<file path="src/rtl/seg_xlate.sv">
module seg_xlate #(
  parameter int NSEG = 6,
  parameter int LIMW = 20
) (
  input  logic            clk,
  input  logic            rst_n,
  input  logic            pmode,
  input  logic            tbl_we,
  input  logic            tbl_sel,
  input  logic [31:0]     tbl_wdata,
  input  logic            ld_valid,
  input  logic [2:0]      ld_seg,
  input  logic [15:0]     ld_sel,
  output logic            busy,
  output logic            ld_done,
  output logic            ld_fault,
  output logic [1:0]      cpl,
  output logic            dreq_valid,
  input  logic            dreq_ready,
  output logic [31:0]     dreq_addr,
  input  logic            dresp_valid,
  input  logic [31:0]     dresp_base,
  input  logic [LIMW-1:0] dresp_limit,
  input  logic [1:0]      dresp_dpl,
  input  logic            acc_valid,
  input  logic            acc_code,
  input  logic            acc_ovr_en,
  input  logic [2:0]      acc_ovr_seg,
  input  logic [31:0]     acc_off,
  input  logic [1:0]      acc_size,
  output logic            acc_rdy,
  output logic            acc_fault,
  output logic [31:0]     lin_addr
);
  localparam logic [2:0] SEG_CS = 3'd1;
  localparam logic [2:0] SEG_SS = 3'd2;
  localparam logic [2:0] SEG_DS = 3'd3;
  localparam logic [2:0] NSEG_C = 3'(NSEG);
  localparam int SLOTS = 8;
  localparam logic [LIMW-1:0] REAL_LIM = LIMW'(20'h0FFFF);

  typedef enum logic [1:0] {S_IDLE, S_REQ, S_WAIT} st_t;
  st_t st;

  logic [31:0]     gdt_base, ldt_base;
  logic [2:0]      pend_seg;
  logic [15:0]     seg_sel  [SLOTS];
  logic [31:0]     seg_base [SLOTS];
  logic [LIMW-1:0] seg_lim  [SLOTS];
  logic [1:0]      seg_dpl  [SLOTS];
  logic            seg_ok   [SLOTS];

  wire ld_go    = ld_valid && (st == S_IDLE);
  wire ld_bad   = ld_seg >= NSEG_C;
  wire ld_null  = (ld_sel[15:2] == 14'd0);
  wire ld_data  = (ld_seg != SEG_CS) && (ld_seg != SEG_SS);
  wire priv_ok  = dresp_dpl >= cpl;

  assign busy       = (st != S_IDLE);
  assign dreq_valid = (st == S_REQ);

  logic [2:0]  a_seg;
  logic [32:0] a_end;
  logic [31:0] a_sum;
  logic        a_flt;

  assign a_seg = acc_ovr_en ? acc_ovr_seg : (acc_code ? SEG_CS : SEG_DS);
  assign a_end = {1'b0, acc_off} + {31'b0, acc_size};
  assign a_sum = seg_base[a_seg] + acc_off;
  assign a_flt = (a_seg >= NSEG_C) || !seg_ok[a_seg] ||
                 (a_end > {{(33-LIMW){1'b0}}, seg_lim[a_seg]});

  always_ff @(posedge clk) begin
    if (!rst_n) begin
      st        <= S_IDLE;
      cpl       <= 2'd0;
      gdt_base  <= '0;
      ldt_base  <= '0;
      pend_seg  <= '0;
      dreq_addr <= '0;
      ld_done   <= 1'b0;
      ld_fault  <= 1'b0;
      acc_rdy   <= 1'b0;
      acc_fault <= 1'b0;
      lin_addr  <= '0;
      for (int i = 0; i < SLOTS; i++) begin
        seg_sel[i]  <= '0;
        seg_base[i] <= '0;
        seg_lim[i]  <= REAL_LIM;
        seg_dpl[i]  <= '0;
        seg_ok[i]   <= 1'b1;
      end
    end else begin
      ld_done  <= 1'b0;
      ld_fault <= 1'b0;

      if (tbl_we && cpl == 2'd0) begin
        if (tbl_sel) ldt_base <= tbl_wdata;
        else         gdt_base <= tbl_wdata;
      end

      case (st)
        S_IDLE: if (ld_go) begin
          if (ld_bad) begin
            ld_done  <= 1'b1;
            ld_fault <= 1'b1;
          end else if (!pmode) begin
            seg_sel[ld_seg]  <= ld_sel;
            seg_base[ld_seg] <= {12'd0, ld_sel, 4'd0};
            seg_lim[ld_seg]  <= REAL_LIM;
            seg_dpl[ld_seg]  <= 2'd0;
            seg_ok[ld_seg]   <= 1'b1;
            ld_done          <= 1'b1;
          end else if (ld_null) begin
            ld_done <= 1'b1;
            if (ld_data) begin
              seg_sel[ld_seg] <= ld_sel;
              seg_ok[ld_seg]  <= 1'b0;
            end else begin
              ld_fault <= 1'b1;
            end
          end else begin
            st       <= S_REQ;
            pend_seg <= ld_seg;
            seg_sel[SLOTS-1] <= ld_sel;
            dreq_addr <= (ld_sel[2] ? ldt_base : gdt_base) +
                         {16'd0, ld_sel[15:3], 3'd0};
          end
        end
        S_REQ: if (dreq_ready) st <= S_WAIT;
        S_WAIT: if (dresp_valid) begin
          st       <= S_IDLE;
          ld_done  <= 1'b1;
          ld_fault <= !priv_ok;
          if (priv_ok) begin
            seg_sel[pend_seg]  <= seg_sel[SLOTS-1];
            seg_base[pend_seg] <= dresp_base;
            seg_lim[pend_seg]  <= dresp_limit;
            seg_dpl[pend_seg]  <= dresp_dpl;
            seg_ok[pend_seg]   <= 1'b1;
            if (pend_seg == SEG_CS) cpl <= dresp_dpl;
          end
        end
        default: st <= S_IDLE;
      endcase

      acc_rdy   <= acc_valid;
      acc_fault <= acc_valid && a_flt;
      if (acc_valid && !a_flt)
        lin_addr <= pmode ? a_sum : {12'd0, a_sum[19:0]};
      else
        lin_addr <= '0;
    end
  end
endmodule


</file>
<file path="config.mk">
export PLATFORM = sky130hd
export DESIGN_NAME = seg_xlate
export DESIGN_NICKNAME = d
export VERILOG_FILES = /design/src/rtl/seg_xlate.sv
export SDC_FILE = /design/constraint.sdc
export NUM_CORES = 1
export LEC_CHECK = 0
export ABC_AREA = 1
export ABC_CLOCK_PERIOD_IN_PS = 3900
export CORE_MARGIN = 2
export CORE_UTILIZATION = 35
export CTS_BUF_LIST = sky130_fd_sc_hd__clkbuf_2 sky130_fd_sc_hd__clkbuf_4 sky130_fd_sc_hd__clkbuf_8
export DETAILED_ROUTE_END_ITERATION = 16
export PLACE_DENSITY = 0.53
export REMOVE_ABC_BUFFERS = 1
export SETUP_SLACK_MARGIN = 0.5
export SLEW_MARGIN = 20
export SYNTH_ARGS = -nofsm -noshare
export SYNTH_HDL_FRONTEND = slang
export SYNTH_SLANG_ARGS = --single-unit
</file>
<file path="constraint.sdc">
create_clock -name clk -period 3.9 [get_ports clk]
set_input_delay 0.585 -clock clk [delete_from_list [all_inputs] [get_ports clk]]
set_output_delay 0.585 -clock clk [all_outputs]
set_load 0.02 [all_outputs]
</file>
### Word-level counts from Yosys, hierarchy flattened

Memories as Yosys holds them, arrays and structs flattened.
Cells that the tools add are included.

| storage, ports and cells | value |
|---|---|
| bits in registers | 139 |
| RAM bits | 424 |
| bits of input ports | 153 |
| output and inout port bits | 72 |
| word-level logic and storage cells | 126 |
| memories | 3 |

Memory list:

| name | depth | width | rd ports | clocked after Yosys merged registers in | write ports | line | text |
|---|---|---|---|---|---|---|---|
| seg_base | 8 | 32 | 1 | 0 | 8 | 48 | `logic [31:0] seg_base [SLOTS];` |
| seg_lim | 8 | 20 | 1 | 0 | 8 | 49 | `logic [LIMW-1:0] seg_lim [SLOTS];` |
| seg_ok | 8 | 1 | 1 | 0 | 8 | 51 | `logic seg_ok [SLOTS];` |

| operators by class | value |
|---|---|
| $add $sub $neg | 3 |
| order comparisons | 4 |
| equality and inequality tests | 11 |
| muxes and demuxes | 62 |
| bitwise operators | 4 |
| reduce and logical (&&, ||, !) cells | 27 |

Operators by type and width:

| cell | count |
|---|---|
| 2-to-1 mux 32 bit | 3 |
| OR reduction 32 bit | 2 |
| 2-to-1 mux 1 bit | 40 |
| 2-to-1 mux 20 bit | 2 |
| OR reduction 20 bit | 2 |
| adder 32 x 2 -> 33 bit | 1 |
| > comparator 33 x 20 -> 1 bit | 1 |
| adder 32 x 16 -> 32 bit | 1 |
| adder 32 bit | 1 |
| 2-to-1 mux 3 bit | 7 |
| logical NOT 14 bit | 1 |
| 2-to-1 mux 2 bit | 7 |
| != test 2 bit (second input constant) | 5 |
| >= comparator 3 bit (second input constant) | 2 |
| one-hot mux 2 bit (3 select lines) | 1 |
| AND reduction 2 bit | 3 |
| AND reduction 6 bit | 1 |
| logical AND 1 bit | 5 |
| AND reduction 5 bit | 1 |
| logical NOT 2 bit | 2 |
| one-hot mux 1 bit (2 select lines) | 2 |
| AND reduction 4 bit | 1 |
| == test 3 x 1 -> 1 bit (second input constant) | 1 |
| logical NOT 1 bit | 3 |
| other kinds (12) | 16 |

### Longest topological paths before layout

Gate-level depths: netlist (run 1).

| depth | value |
|---|---|
| word-level depth | 14 |
| gate-level depth with buffers | 26 |
| depth with buffers taken out | 26 |

### Worst setup path after synthesis (run 1)

No wires, ideal clock.

| timing | value |
|---|---|
| path kind | in2reg |
| start point | in dresp_dpl[0] |
| end point | mem seg_base[1][0], enable pin |
| data arrival time | 3.493 ns |
| required time | 3.489 ns |
| slack | -0.004 ns |
| cell stages on the path | 15 |
| path buffers | 1 |
| cells stage by stage | inv_1 ha_1 inv_1 nand2_1 a21oi_2 inv_1 nand3_4 inv_2 or2_1 o21ai_4 inv_2 nor3_4 nand2_4 buf_2 nand2_1 |

RTL lines:

| element | line | text |
|---|---|---|
| start: declaration | 24 | `input logic [1:0] dresp_dpl,` |
| end: declaration | 48 |  |

### Worst setup path in the final report (run 1)

| timing | value |
|---|---|
| start point | in acc_ovr_en |
| end point | reg lin_addr[3] |

| on the way | value |
|---|---|
| longest elaborated chain between the ends | 8 |
| elaborated cells between the ends (all ways) | 13 |
| those cells by class | 1 x add/sub; 2 x order compare; 1 x mux; 6 x reduce/logical; 3 x memory |

Ends and longest elaborated chain:

| element | line | text |
|---|---|---|
| start: declaration | 27 | `input logic acc_ovr_en,` |
| 2-to-1 mux 3 bit (*) | 67 | `assign a_seg = acc_ovr_en ? acc_ovr_seg : (acc_code ? SEG_CS : SEG_DS);` |
| parallel branches: the longest is 7 deep, another holds > comparator 33 x 20 -> 1 bit | n/a |  |
| end signal: assignment | 150 | `lin_addr <= pmode ? a_sum : {12'd0, a_sum[19:0]};` |
| end: declaration | 33 | `output logic [31:0] lin_addr` |

Mark *: on every way between the ends.
A chain may end at the register's enable or synchronous reset.

==> results of run 1 <==
-- sequential cells by signal (all words and copies together) (netlist names) --
register,count
seg_base,256
seg_ok,6
gdt_base,32
pend_seg,3
seg_lim,160
acc_fault,1
lin_addr,32
ldt_base,32
cpl,2
dreq_addr,32
ld_done,1
acc_rdy,1
ld_fault,1
st,2
-- where the power goes --
| part | switching [mW] | total [mW] | internal [mW] |
|---|---|---|---|
| registers | 0.0642 | 6.66 | 6.59 |
| clock network | 2.55 | 5.70 | 3.15 |
| logic | 1.54 | 2.67 | 1.12 |
| total | 4.15 | 15.0 | 10.9 |
-- stage by stage --
stage / worst slack (ns) / power [mW] / instances
floorplan: -6.64 / 8.00 / 2897
global placement: -0.365 / 9.29 / 4460
detailed placement: -0.413 / 9.30 / 4460
CTS: 0.517 / 15.0 / 4642
global route: 0.465 / 15.7 / 4676
finish: 0.635 / 15.0 / 4677
-- timing repair --
action,CTS,global route
gates resized for setup,6,116
buffers inserted,0,25
endpoints found under the setup margin,33,33
pin swaps,0,17
gates cloned,0,8
-- cell families (layout without fill, tap and decap cells) --
group | after synthesis | after routing | share of synthesized area
other | 1 | 4 | 0.000136
muxes | 11 | 11 | 0.00398
and+or+nand+nor | 1284 | 1284 | 0.187
adders and majority gates | 71 | 71 | 0.0330
buffers and inverters | 392 | 962 | 0.0542
DFF | 561 | 561 | 0.559
xor gates and xnor gates | 59 | 59 | 0.0187
AOI/OAI and AO/OA | 675 | 675 | 0.143
-- worst min-delay path by stage --
stage / end / depth (start not counted)
2_1_floorplan: gdt_base[16]$_SDFFE_PN0P_ / 2
3_3_place_gp: gdt_base[20]$_SDFFE_PN0P_ / 2
3_5_place_dp: gdt_base[26]$_SDFFE_PN0P_ / 2
4_1_cts: st[1]$_SDFFE_PN0P_ / 3
5_1_grt: gdt_base[18]$_SDFFE_PN0P_ / 2
6_report: gdt_base[18]$_SDFFE_PN0P_ / 2
-- cell type report --
class                           instances  area, sq um  share of cell area
Antenna cell                            2         5.00            0.000139
Clock buffer                          146         1780              0.0494
Clock inverter                         36          297             0.00821
Inverter                              234          893              0.0247
Multi-Input combinational cell       2102        11000               0.305
Sequential cell                       561        15500               0.428
Tap cell                             1050         1310              0.0364
Timing Repair Buffer                  546         5360               0.148
-- synthesized netlist by cell type, drive strengths merged, types with 20 or more instances --
master and number:
a21oi 245, a221o 32, a32o 32, buf 31, clkbuf 127, dfxtp 139
edfxtp 422, ha 68, inv 232, nand2 617, nand3 95, nor2 515
nor3 20, o21ai 276, xnor2 21, xor2 38
-- per-layer routing --
metal,vias up,GRT usage
met4,8,0.0627
met1,11400,0.307
li1,11500,-
met2,723,0.368
met3,144,0.0379
met5,-,0
-- worst reg2reg max path: stages, from the launching register on --
cell     delay [ns]
dfxtp_1        0.35
inv_1          0.06
ha_1           0.30
a21oi_2        0.23
inv_1          0.12
nand3_4        0.15
inv_2          0.06
or2_1          0.24
o21ai_4        0.15
nand3_1        0.16
inv_2          0.09
nand2_2        0.05
nand2_2        0.06
buf_4          0.50
==> flow_summary_export.csv, run 1 <==
group,metric,value,unit
clocking,cts.clk_slew.worst_paths,0.06,ns
critical_path,worstSetupPathType,"input pin to register",
drt,wl_per_cell,20.2,microns
critical_path,critPathLaunch,"acc_ovr_en",
clocking,htreeDepth,3,
floorplanning,ios,225,
critical_path,r2r_slack,0.97,ns
placement,dp_hpwl,62400,microns
sta,fmax,306,MHz
global_route,grt_pass1_vias,23000,
critical_path,worstPathMaxFanout,20,
layout,fill_cells,7683,
layout,layout.nets,3766,
outcome,status,"complete, no violations",
sta,finalCritPeriodShare,0.837,
drt,ant_nets,0,
global_route,grt_usage,0.225,
clocking,clock_latency,0.71,ns
logic_synthesis,yosys_warnings,0,
sta,slew_violations,0,
sta,setup_viol,0,
power_and_ir_drop,leakagePower,13.9,nW
layout,fin_util,0.459,
logic_synthesis,avgSynthCellArea,9.05,sq um
layout,final_layout_size_suffix_gt1_frac,0.168,
critical_path,cpPeakStageDelay,0.30,ns
critical_path,slowest_stage,"o21ai_4",
floorplanning,initial_core_util,0.352,
sta,relSlewSlack,0.399,
critical_path,cp_num_buf_inv,8,
floorplanning,design.die.area,0.0812,sq mm
logic_synthesis,yosys.cell_types.count,54,
logic_synthesis,synthTopCellsByArea,"edfxtp_1, dfxtp_1, nand2_1, nor2_1, o21ai_0",
logic_synthesis,synth_edf_count,422,
placement,place_congestion,0.928,
layout,area_growth,30.7,%
critical_path,arrival,3.90,ns
critical_path,cp.required,4.54,ns
critical_path,crit_cells,25,
clocking,cts_tree,"built",
hold_path,hold_class,"register to register",
drt,drc_errors,0,
critical_path,reg2regPathDepth,13,
drt,wl_met2,44100,microns
global_route,antenna_found_initial,6,
drt,drt-met1-wl,42500,microns
logic_synthesis,netlist.area_leader.share,0.459,
drt,vias_per_cell,5.07,
sta,whs,0.441,ns
clocking,cts_buffer_depth,3,
drt,met3_length,5760,microns
critical_path,worstSetupEndpoint,"lin_addr[3]$_SDFF_PN0_",
critical_path,start_kind,"input pin",
critical_path,end_kind,"register",
run,drv_cap,0,
power_and_ir_drop,power.density,416,mW/mm^2
power_and_ir_drop,ir_worst_vdd,0.208,mV
logic_synthesis,async_reset_ff_frac,0,
logic_synthesis,syn_inst,3054,
sta,hold_viol_final,0,
critical_path,reg2reg_from,"cpl[1]$_SDFFE_PN0P_",
drt,routed_wl,94500,microns
sta,fin_setup_tns,0,ns
critical_path,worstReg2RegEnd,"seg_lim[0][14]$_SDFFCE_PN1P_",
clocking,cts-root-buf,"clkbuf_8",
layout,layout_common_cells,"nand2_1, nor2_1, edfxtp_1",
global_route,grt_max_degree,118,
layout,stdcell_area,0.0361,sq mm
clocking,cts.sinks,561,
drt,first_pass_iters,5,
drt,route.vias.total,23700,
critical_path,critical-path-top-delay-family,"buffers and inverters",
floorplanning,die_y,285,microns
global_route,grt_pass1_wl,140000,microns
layout,final_common_cell,"nand2_1",
hold_path,min_from,"gdt_base[18]$_SDFFE_PN0P_",
clocking,numCtsBuffers,97,
floorplanning,die_w,285,microns
sta,final.min_clock_period,3.26,ns
placement,place_area,0.0332,sq mm
placement,io_buffers,224,
global_route,gr-total-overflow,0,
floorplanning,num_rows,103,
clocking,cts_hold_buffers,0,
logic_synthesis,yosysTopAreaCell,"edfxtp_1",
sta,worst_pin_slew,0.901,ns
logic_synthesis,ys_seq_elements,561,
drt,drtIter0Drc,1777,
logic_synthesis,yosysSeqAreaShare,0.559,
floorplanning,fp.coreArea,0.0786,sq mm
sta,rsz0062_at_grt,"no",
logic_synthesis,synthFlopType,"edfxtp_1",
sta,skew,0.0567,ns
logic_synthesis,netlist_area,0.0276,sq mm
drt,top_layer,"met5",
(Power assumes the default switching activity.)
==> run 2: changes to the inputs <==
--- a/config.mk
+++ b/config.mk
@@ -6,12 +6,12 @@
 export NUM_CORES = 1
 export LEC_CHECK = 0
 export ABC_AREA = 1
-export ABC_CLOCK_PERIOD_IN_PS = 3900
+export ABC_CLOCK_PERIOD_IN_PS = 3100
 export CORE_MARGIN = 2
 export CORE_UTILIZATION = 35
 export CTS_BUF_LIST = sky130_fd_sc_hd__clkbuf_2 sky130_fd_sc_hd__clkbuf_4 sky130_fd_sc_hd__clkbuf_8
 export DETAILED_ROUTE_END_ITERATION = 16
-export PLACE_DENSITY = 0.53
+export PLACE_DENSITY = 0.51
 export REMOVE_ABC_BUFFERS = 1
 export SETUP_SLACK_MARGIN = 0.5
 export SLEW_MARGIN = 20
==> constraint.sdc (replaced) <==
create_clock -name clk -period 3.1 [get_ports clk]
set_input_delay 0.465 -clock clk [delete_from_list [all_inputs] [get_ports clk]]
set_output_delay 0.465 -clock clk [all_outputs]
set_load 0.02 [all_outputs]
==> flow_summary_export.csv, run 2 (synthesis gave the netlist of run 1 again) <==
group,metric,value,unit
outcome,status,"complete, no violations",
layout,stdcell_area,0.0392,sq mm
layout,reg.largest.list,"seg_base (256), seg_lim (160)",
clocking,clock_latency,0.72,ns
global_route,top_usage_layer,"met2",
layout,area_growth,41.9,%
layout,fin_util,0.499,
global_route,grt_pass1_vias,24800,
layout,final_common_cell,"nand2_1",
layout,fill_cells,7390,
clocking,cts_tree,"built",
floorplanning,design.die.area,0.0812,sq mm
sta,setup_viol,0,
sta,fmax,332,MHz
global_route,grtUsageMet2,0.412,
layout,largest_register_ffs,256,
global_route,use_met3,0.0471,
drt,drc_errors,0,
global_route,antenna_found_initial,3,
global_route,grt_usage,0.246,
sta,skew,0.0331,ns
power_and_ir_drop,p_switching,5.60,mW
sta,finalCritPeriodShare,0.971,
critical_path,start_kind,"input pin",
critical_path,end_kind,"register",
layout,ff_latch_area,0.0155,sq mm
drt,first_pass_iters,6,
global_route,gr-total-overflow,0,
floorplanning,die_y,285,microns
clocking,numCtsBuffers,101,
layout,regMostFlops,"seg_base",
floorplanning,die_w,285,microns
power_and_ir_drop,clkPwrFrac,0.373,
floorplanning,initial_core_util,0.352,
drt,vias_per_cell,5.16,
sta,whs,0.350,ns
critical_path,reg2regPathDepth,20,
placement,io_buffers,224,
sta,final.min_clock_period,3.01,ns
critical_path,worstSetupPathType,"input pin to register",
placement,dp_worst_setup_slack,-1.36,ns
hold_path,holdPathStages,5,
clocking,cts.clk_slew.worst_paths,0.07,ns
power_and_ir_drop,leakagePower,15.3,nW
global_route,grt_pass1_wl,151000,microns
layout,fin_cells,4854,
power_and_ir_drop,power.density,505,mW/mm^2
power_and_ir_drop,ir_worst_vdd,0.292,mV
drt,routed_wl,105000,microns
critical_path,arrival,3.61,ns
clocking,cts-root-buf,"clkbuf_8",
drt,route.vias.total,25100,
power_and_ir_drop,power,19.8,mW
sta,worst_pin_slew,1.02,ns
power_and_ir_drop,netSwitchingFraction,0.283,
sta,hold_viol_final,0,
placement,dp_hpwl,66900,microns
critical_path,cp.required,3.70,ns
placement,place_area,0.0341,sq mm
sta,slew_violations,0,
placement,dp.cells,4563,
global_route,grt_max_degree,80,
drt,ant_nets,0,
power_and_ir_drop,comb_power_share,0.204,
sta,relSlewSlack,0.320,
drt,wl_per_cell,21.7,microns
drt,drtIter0Drc,2056,
floorplanning,fp.coreArea,0.0786,sq mm
layout,multi_input_area,0.0120,sq mm
run,drv_cap,0,
clocking,htreeDepth,3,
hold_path,hold_class,"input pin to register",
sta,worst_slack,0.0905,ns
global_route,use_met1,0.315,
power_and_ir_drop,power_frac_seq,0.423,
critical_path,worstPathMaxFanout,32,
clocking,cts.sinks,561,
layout,final_layout_size_suffix_gt1_frac,0.248,
floorplanning,num_rows,103,
sta,rsz0062_at_grt,"yes",
sta,fin_setup_tns,0,ns
power_and_ir_drop,intPower,14.2,mW
layout,layout.nets,3938,
floorplanning,ios,225,
clocking,cts_buffer_depth,3,
layout,layout_common_cells,"nand2_1, nor2_1, edfxtp_1",
placement,place_congestion,0.936,
run 2: cell count changes in the layout (fill, tap and decap cells not counted), moves of 21 or more:
cell,change
buf_4,+94
buf_6,+29
ha_1,-22
nand2_1,-39
nand2_2,+21
nor2_1,-27
o21ai_0,-36
o21ai_1,+22
run 2: power groups by stage:
stage	Combinational [mW]	Sequential, mW	Clock [mW]
after floorplan	1.51	8.56	0
after global placement	3.33	8.53	0
after detailed placement	3.34	8.53	0
after CTS	3.77	8.38	7.54
after global routing	4.34	8.40	7.86
final	4.04	8.38	7.38
run 2: worst paths after layout:
path | start | to | slack (ns)
worst max-delay path | acc_ovr_seg[1] | lin_addr[31]$_SDFF_PN0_ | 0.09
worst min-delay path | acc_off[0] | lin_addr[0]$_SDFF_PN0_ | 0.35
worst max register to register | seg_lim[2][12]$_SDFFCE_PN1P_ | lin_addr[10]$_SDFF_PN0_ | 0.24
worst min register to register | gdt_base[23]$_SDFFE_PN0P_ | gdt_base[23]$_SDFFE_PN0P_ | 0.44
run 2: layout make-up:
type | instances | share of cell area
Tap cell | 1050 | 0.0335
Multi-Input combinational cell | 2102 | 0.305
Clock inverter | 49 | 0.00993
Antenna cell | 3 | 0.000191
Sequential cell | 561 | 0.394
Clock buffer | 141 | 0.0441
Timing Repair Buffer | 714 | 0.189
Inverter | 234 | 0.0234
run 2: timing repair:
action / 4_1_cts / 5_1_grt
pin swaps: 72 / 48
resized for setup: 291 / 170
gates cloned: 16 / 18
hold endpoints to repair: 0 / 0
setup buffers: 59 / 5
hold buffers: 0 / 0
endpoints found under the setup margin: 675 / 675
run 2: critical path: stages:
cell	delay (ns)
clkdlybuf4s15_2	0.20
nand2_2	0.06
o21ai_4	0.07
buf_12	0.16
buf_4	0.13
buf_8	0.24
a21oi_1	0.07
a32o_1	0.22
o21ai_0	0.33
buf_4	0.19
ha_1	0.26
buf_12	0.15
nand2_1	0.08
nor2_1	0.07
a221oi_1	0.34
nand3_1	0.27
xor2_2	0.25
nor2_4	0.05
run 2: metal layers:
| layer | vias to the layer above | wire length, microns | share of wire |
|---|---|---|---|
| met5 | - | 27 | 0.00026 |
| met4 | 4 | 3910 | 0.037 |
| met3 | 204 | 7640 | 0.073 |
| met2 | 954 | 50200 | 0.48 |
| met1 | 12100 | 43500 | 0.41 |
| li1 | 11800 | - | - |
